==> src/rtl/refdiv_pkg.sv <==
package refdiv_pkg;
  localparam int CNT_W = 14;
  localparam int SEL_W = 3;
  localparam int NUM_RATIOS = 1 << SEL_W;

  // Divide ratio for each select code.
  function automatic logic [CNT_W-1:0] ratio_of(input logic [SEL_W-1:0] code);
    logic [CNT_W-1:0] r;
    case (code)
      3'd0:    r = 14'd8;
      3'd1:    r = 14'd128;
      3'd2:    r = 14'd256;
      3'd3:    r = 14'd512;
      3'd4:    r = 14'd1024;
      3'd5:    r = 14'd2048;
      3'd6:    r = 14'd2410;
      default: r = 14'd8192;
    endcase
    return r;
  endfunction
endpackage

==> src/rtl/refdiv_rst_sync.sv <==
module refdiv_rst_sync #(
  parameter int STAGES = 2
) (
  input  logic clk,
  input  logic rst_n,
  output logic rst_s
);
  logic [STAGES-1:0] sync_q;
  logic [STAGES-1:0] sync_d;

  always_comb begin
    sync_d = {sync_q[STAGES-2:0], 1'b1};
  end

  always_ff @(posedge clk or negedge rst_n) begin
    if (!rst_n) sync_q <= '0;
    else        sync_q <= sync_d;
  end

  assign rst_s = sync_q[STAGES-1];
endmodule

==> src/rtl/refdiv_ratio_rom.sv <==
module refdiv_ratio_rom
  import refdiv_pkg::*;
#(
  parameter int W  = CNT_W,
  parameter int SW = SEL_W
) (
  input  logic [SW-1:0] sel,
  output logic [W-1:0]  reload
);
  localparam int ENTRIES = 1 << SW;
  logic [W-1:0] table_m1 [ENTRIES];

  // Each entry holds ratio - 1, the value the down-counter starts from.
  for (genvar gi = 0; gi < ENTRIES; gi++) begin : g_entry
    assign table_m1[gi] = W'(ratio_of(SW'(gi))) - W'(1);
  end

  always_comb begin
    reload = table_m1[sel];
  end
endmodule

==> src/rtl/refdiv_counter.sv <==
module refdiv_counter #(
  parameter int W = 14
) (
  input  logic         clk,
  input  logic         rst_s,
  input  logic [W-1:0] reload,
  output logic [W-1:0] cnt,
  output logic         armed,
  output logic         pulse
);
  logic [W-1:0] cnt_q, cnt_d;
  logic         arm_q, arm_d;
  logic         pulse_q, pulse_d;
  logic         cnt_en;

  assign cnt_en = 1'b1;

  // Next state: load on the first active cycle, reload at zero, else count down.
  always_comb begin
    cnt_d   = cnt_q;
    arm_d   = arm_q;
    pulse_d = 1'b0;
    if (!arm_q) begin
      cnt_d = reload;
      arm_d = 1'b1;
    end else if (cnt_q == '0) begin
      cnt_d   = reload;
      pulse_d = 1'b1;
    end else begin
      cnt_d = cnt_q - W'(1);
    end
  end

  always_ff @(posedge clk or negedge rst_s) begin
    if (!rst_s) begin
      cnt_q   <= '0;
      arm_q   <= 1'b0;
      pulse_q <= 1'b0;
    end else if (cnt_en) begin
      cnt_q   <= cnt_d;
      arm_q   <= arm_d;
      pulse_q <= pulse_d;
    end
  end

  assign cnt   = cnt_q;
  assign armed = arm_q;
  assign pulse = pulse_q;
endmodule

==> src/rtl/refdiv_top.sv <==
module refdiv_top
  import refdiv_pkg::*;
(
  input  logic             clk,
  input  logic             rst_n,
  input  logic [SEL_W-1:0] ratio_sel,
  output logic             ref_pulse
);
  logic             rst_s;
  logic [CNT_W-1:0] reload;
  logic [CNT_W-1:0] cnt;
  logic             armed;

  refdiv_rst_sync #(.STAGES(2)) u_rst (
    .clk   (clk),
    .rst_n (rst_n),
    .rst_s (rst_s)
  );

  refdiv_ratio_rom #(.W(CNT_W), .SW(SEL_W)) u_rom (
    .sel    (ratio_sel),
    .reload (reload)
  );

  refdiv_counter #(.W(CNT_W)) u_cnt (
    .clk    (clk),
    .rst_s  (rst_s),
    .reload (reload),
    .cnt    (cnt),
    .armed  (armed),
    .pulse  (ref_pulse)
  );
endmodule

==> config.mk <==
export PLATFORM = sky130hd
export DESIGN_NAME = refdiv_top
export DESIGN_NICKNAME = d
export VERILOG_FILES = /design/src/rtl/refdiv_pkg.sv /design/src/rtl/refdiv_rst_sync.sv /design/src/rtl/refdiv_ratio_rom.sv /design/src/rtl/refdiv_counter.sv /design/src/rtl/refdiv_top.sv
export SDC_FILE = /design/constraint.sdc
export NUM_CORES = 1
export LEC_CHECK = 0
export ABC_AREA = 1
export CORE_MARGIN = 5
export CORE_UTILIZATION = 45
export CTS_CLUSTER_SIZE = 14
export DETAILED_ROUTE_END_ITERATION = 16
export DONT_BUFFER_PORTS = 1
export PLACE_DENSITY_LB_ADDON = 0.3
export SYNTH_ARGS = -nofsm -noshare
export SYNTH_HDL_FRONTEND = slang
export SYNTH_SLANG_ARGS = --single-unit
export TNS_END_PERCENT = 5
==> constraint.sdc <==
create_clock -name clk -period 0.8 [get_ports clk]
set_input_delay 0.16 -clock clk [delete_from_list [all_inputs] [get_ports clk]]
set_output_delay 0.16 -clock clk [all_outputs]
set_load 0.01 [all_outputs]
==> metrics.cfg, run 1 <==
[run_status]
outcome = complete, but fails checks
failed_checks = negative setup slack

[detailed_routing]
vias = 1173
wl_met3_um = 101
wirelength_um = 2580
dr.pass1.iters = 4
ant_nets = 0
met2WireLength_um = 1140
wl_met1_um = 1295
dr.max_layer_used = met4
drt_iter0_markers = 35
detail_route.wl_per_cell_um = 10.75
via_per_inst = 4.888
drc = 0

[worst_hold_path]
hold_depth = 2
min_path_type = in -> reg
worstHoldStart = ratio_sel[1]
holdPathEnd = u_cnt.cnt[12]$_DFF_PN0_

[place]
dp_hpwl_um = 2073
gp_congestion = 0.9545
place_ws_ns = -0.6326
portBuffers = 0

[critical_path]
crit_fanout = 4
r2r_start = u_cnt.cnt[1]$_DFF_PN0_
worst-r2r-cell-count = 9
start_kind = register
worstReg2RegEnd = u_cnt.cnt[12]$_DFF_PN0_
required_ns = 1.01
r2r_setup_slack_ns = -0.55
critPathLaunch = u_cnt.cnt[1]$_DFF_PN0_
cp-end-kind = register
cp.arrival_ns = 1.55
path_class = reg -> reg

[final_layout]
final_nets = 217
drive_gt1_share_pct = 26.67
syn2layout_area_growth_pct = 28.59
fin_util_pct = 61.46
num_antenna_cells = 0

[clock_network]
cts_buffer_depth = 2
cts.sinks = 18
htreeDepth = 1
clk_latency_ns = 0.30
tritoncts = yes
clk_pin_slew_ns = 0.10
clock_tree.root_cell = clkbuf_4
numCtsBuffers = 3

[timing]
rsz0062_at_grt = yes
hold_viol = 0
slew_viol_final = 0
post-route-min-period_ns = 1.347
finalCritPeriodShare_pct = 168.4
setup_violations = 16
fin_ws_ns = -0.5470
clock.fmax_mhz = 742.4
finalSetupTns_ns = -7.349
skew_ns = 0.001070

[synth]
synth_area_per_cell_um2 = 6.675
ys_seq_area_share_pct = 37.70
yosysWarnings = 0
syn_inst = 179
synthDistinctLibCells = 25
syn_area_mm2 = 0.001195
synthArstFlopShare_pct = 100.0
dominantRegCellSynth = dfrtp_1
synth-edff-count = 0
yosys_register_bits = 18

[die]
coreArea_mm2 = 0.002500
die_w_um = 61.53
dieArea_mm2 = 0.003786
ioPinCount = 6
die-height_um = 61.53
start_util_pct = 47.80
rows = 18

[grt]
globalRouteTotalUtil_pct = 16.49
grt_pass1_vias = 1105
grt_pass1_wl_um = 4609
grt_overflow_total = 0
grt_antenna_before_repair = 0
grt_max_degree = 17

[power_and_ir_drop]
peakVddDrop_uv = 1486
power_density_mw_per_mm2 = 1447
leakage_nw = 0.8775

[flow_run]
drv.max_cap_violation_count = 0

[power breakdown]
part,switching (W),internal [W]
clock,0.000302,0.000278
combinational,0.000322,0.000265
sequential,0.0000767,0.000980
total,0.000701,0.00152
[flip-flops by register name, summed over array words and instances (netlist names)]
signal	count
u_rst.sync_q	2
u_cnt.pulse	1
u_cnt.cnt	14
u_cnt.armed	1
[cell usage in the layout (no fill, tap or decap)]
cell type,instances
clkbuf_8,1
a31oi_1,1
buf_4,28
inv_1,18
nor3_1,1
inv_2,4
dlygate4sd3_1,1
ha_4,1
clkbuf_4,3
nor2_2,2
nor2_1,15
xor2_1,1
nor2_8,1
nand3_2,1
dfrtp_2,2
nand2_1,71
nand4_1,4
nor2_4,6
nand4_4,1
o21ai_2,1
nand3_1,16
o21ai_1,6
dfrtp_1,16
o21ai_0,2
nand2_4,3
nand2_2,1
or2_2,1
conb_1,2
[layout make-up]
cell class / instances / area [um^2]
repair buffers: 29 / 220.2
multi-input cells: 137 / 706.9
fillers: 216 / 963.4
inverters: 22 / 82.58
flip-flops and latches: 18 / 452.9
clock buffers: 4 / 36.28
well taps: 30 / 37.54
[metrics by stage]
step	cells	hold slack [ns]	power (W)	instance area, um^2
after CTS	239	0.01814	0.002211	1519
after global routing	240	0.01645	0.002367	1536
after detailed placement	234	-0.1355	0.001610	1431
after floorplan	180	-0.1356	0.001389	1211
final	240	0.02180	0.002224	1536
after global placement	234	-0.1355	0.001599	1431
[logic make-up (layout without fill, tap and decap cells)]
logic type               after synthesis  count (layout)  share of synthesized area [%]
AO/OA/AOI/OAI                         10              10                          4.607
XOR/XNOR                               1               1                         0.7331
adder cells (fa/ha/maj)                1               1                          1.047
buffers and inverters                 25              55                          8.586
flip-flops                            18              18                          37.70
other                                  1               2                         0.3138
AND/OR/NAND/NOR                      123             123                          47.01
[routing by layer]
metal | vias to the layer above | track usage [%]
met4 | 0 | 6.364
met2 | 15 | 25.56
met3 | 5 | 3.145
met5 | - | 0
met1 | 534 | 22.73
li1 | 619 | -
[worst max-delay path by stage]
| stage | slack (ns) | endpoint | cells after the start |
|---|---|---|---|
| 6_report | -0.55 | u_cnt.cnt[12]$_DFF_PN0_ | 9 |
| 5_1_grt | -0.66 | u_cnt.cnt[6]$_DFF_PN0_ | 11 |
| 4_1_cts | -0.54 | u_cnt.cnt[12]$_DFF_PN0_ | 9 |
| 3_5_place_dp | -0.63 | u_cnt.cnt[12]$_DFF_PN0_ | 9 |
| 3_3_place_gp | -0.61 | u_cnt.cnt[12]$_DFF_PN0_ | 9 |
| 2_1_floorplan | -0.51 | u_cnt.cnt[4]$_DFF_PN0_ | 10 |
[synth_stat cells (all sizes together) (2+ instances only)]
library cell  count  area, um^2
inv              22       82.58
nand2            75       299.0
nor2             24       128.9
nand4             5       37.53
o21ai             9       48.79
dfrtp            18       450.4
nand3            17       85.08
buf               2       16.26
[critical path: stages, from the launching register on]
cell     delay [ns]
dfrtp_1        0.41
inv_2          0.08
ha_4           0.16
nand2_1        0.09
nor2_4         0.14
nand2_1        0.09
o21ai_1        0.12
nand2_1        0.06
nand2_1        0.05
nand2_1        0.04
[timing repair]
action                                  CTS  global route
endpoints found under the setup margin   16            16
buffers inserted                          0             1
resized for setup                         9             5
hold buffers                              1             0
hold endpoints to repair                  2             0
Power figures use the tool's default switching activity.
==> run 2: changes to the inputs <==
- clock period: 0.8 -> 1.2 ns (I/O delays scaled with it)
==> run 2 against run 1 <==
  * The flow still finishes with violations (negative setup slack)
  * Final cell count is 1.7% lower
  * Worst hold slack gained 0.080 ns
  * Non-clock buffer count is 4 lower
  * Clock power down 34%
  * Critical endpoint is now u_cnt.cnt[4]$_DFF_PN0_
  * Largest cell class unchanged
==> metrics.cfg, run 2 (synthesis results as in run 1) <==
[run_status]
outcome = complete, but fails checks
failed_checks = negative setup slack

[critical_path]
max_stage_delay_ns = 0.45
crit_fanout = 11
worst-r2r-cell-count = 8
cp_cell_sequence = nor2_4 -> nand2_4 -> nor2_8 -> nand2_4 -> o21ai_1 -> nand2_1 -> nand2_1 -> nand2_1
crit_top_cell = nand2_1
worstReg2RegEnd = u_cnt.cnt[4]$_DFF_PN0_
crit_family = simple AND/OR/NAND/NOR gates
r2r_start = u_cnt.cnt[5]$_DFF_PN0_
start_kind = register
path_class = reg -> reg
cp_num_cells = 8
cp.arrival_ns = 1.56
r2r_setup_slack_ns = -0.15
critPathBufInv = 0
slowest_stage = dfrtp_1
worstSetupEndpoint = u_cnt.cnt[4]$_DFF_PN0_
required_ns = 1.41
critPathLaunch = u_cnt.cnt[5]$_DFF_PN0_
cp-end-kind = register

[place]
gp_congestion = 0.9099
dp_hpwl_um = 2198
postPlaceCellArea_mm2 = 0.001409
portBuffers = 0

[power_and_ir_drop]
switching_power_w = 0.0004632
clkPwrFrac_pct = 26.4
p_int_w = 0.0009987
comb_power_share_pct = 25.3
power_switching_share_pct = 31.68
peakVddDrop_uv = 927.8
seqPwrFrac_pct = 48.3
leakage_nw = 0.8586
power_density_mw_per_mm2 = 976.9

[timing]
fin_ws_ns = -0.1529
hold_viol = 0
skew_ns = 0.004946
post-route-min-period_ns = 1.353
rsz0062_at_grt = yes
clock.fmax_mhz = 739.1
setup_violations = 15
finalCritPeriodShare_pct = 112.7
slew_viol_final = 0
hold_ws_ns = 0.1023

[die]
ioPinCount = 6
die-height_um = 61.53
die_w_um = 61.53
coreArea_mm2 = 0.002500
rows = 18
dieArea_mm2 = 0.003786
start_util_pct = 47.80

[clock_network]
clk_latency_ns = 0.30
cts_buffer_depth = 2
tritoncts = yes
htreeDepth = 1
cts.sinks = 18
numCtsBuffers = 3
clock_tree.root_cell = clkbuf_4
clk_pin_slew_ns = 0.11

[grt]
grt_max_degree = 17
grt_antenna_before_repair = 0
grt_pass1_wl_um = 4678
grt_overflow_total = 0
globalRouteTotalUtil_pct = 16.68
grt_pass1_vias = 1107

[final_layout]
largest_reg_flops = 14
fill_cells = 213
syn2layout_area_growth_pct = 25.24
num_antenna_cells = 0
final_cell_mix = nand2_1 (70), buf_4 (24), inv_1 (18)
final_common_cell = nand2_1
drive_gt1_share_pct = 24.76
finalInstanceArea_mm2 = 0.001496
final_nets = 213

[detailed_routing]
drc = 0
wirelength_um = 2734
ant_nets = 0
dr.pass1.iters = 4
drt_iter0_markers = 35
via_per_inst = 5.013
vias = 1183
detail_route.wl_per_cell_um = 11.58

[flow_run]
drv.max_cap_violation_count = 0

[worst_hold_path]
min_path_type = in -> reg

-- run 2: worst reg2reg max path, stage by stage, from the launching register on --
cell and delay (ns):
dfrtp_1 0.45, nor2_4 0.16, nand2_4 0.08, nor2_8 0.15
nand2_4 0.11, o21ai_1 0.12, nand2_1 0.08, nand2_1 0.06
nand2_1 0.05
-- run 2: timing repair --
item | 4_1_cts | 5_1_grt
resized for setup | 4 | 7
buffers inserted | 0 | 0
setup endpoints to repair | 15 | 15
hold endpoints to repair | 2 | 0
hold buffers | 1 | 0
-- run 2: layout make-up --
cell class / instances / area (um^2) / share of cell area (%)
multi-input combinational: 137 / 698.2 / 46.66
sequential: 18 / 451.7 / 30.18
timing repair buffer: 25 / 190.2 / 12.71
inverter: 22 / 82.58 / 5.518
tap: 30 / 37.54 / 2.508
clock buffer: 4 / 36.28 / 2.425
-- run 2: power groups by stage --
stage	Combinational, W	Clock (W)	Sequential [W]
finish	0.000370	0.000386	0.000706
global route	0.000415	0.000425	0.000714
CTS	0.000360	0.000398	0.000701
detailed placement	0.000349	0	0.000712
global placement	0.000339	0	0.000711
floorplan	0.000217	0	0.000709
-- run 2: metal layers --
layer / routed length [um] / vias to the layer above / part of all wire [%] / GRT usage, %
met5: 0 / - / 0 / 0
met4: 36 / 0 / 1.3 / 5.758
met3: 98 / 4 / 3.6 / 3.145
met2: 1318 / 27 / 48 / 29.15
met1: 1281 / 547 / 47 / 20.41
li1: - / 605 / - / -
-- run 2: worst min-delay path by stage --
stage	depth (start not counted)	end	slack (ns)	from
6_report	2	u_cnt.cnt[12]$_DFF_PN0_	0.10	ratio_sel[1]
5_1_grt	2	u_cnt.cnt[12]$_DFF_PN0_	0.11	ratio_sel[1]
4_1_cts	2	u_cnt.cnt[12]$_DFF_PN0_	0.09	ratio_sel[1]
3_5_place_dp	0	u_rst.sync_q[0]$_DFF_PN0_	-0.06	rst_n
3_3_place_gp	0	u_rst.sync_q[0]$_DFF_PN0_	-0.06	rst_n
2_1_floorplan	0	u_rst.sync_q[0]$_DFF_PN0_	-0.06	rst_n
-- run 2: per-stage QoR --
stage	util [%]	setup slack [ns]	instances	TNS, ns	total power (W)
after floorplan	-	-0.1089	180	-0.8108	0.0009261
after global placement	56.36	-0.1822	231	-1.750	0.001049
after detailed placement	56.36	-0.1944	231	-2.246	0.001061
after CTS	58.91	-0.1547	236	-1.806	0.001459
after global routing	59.86	-0.2645	236	-3.221	0.001553
final	59.86	-0.1529	236	-1.660	0.001462
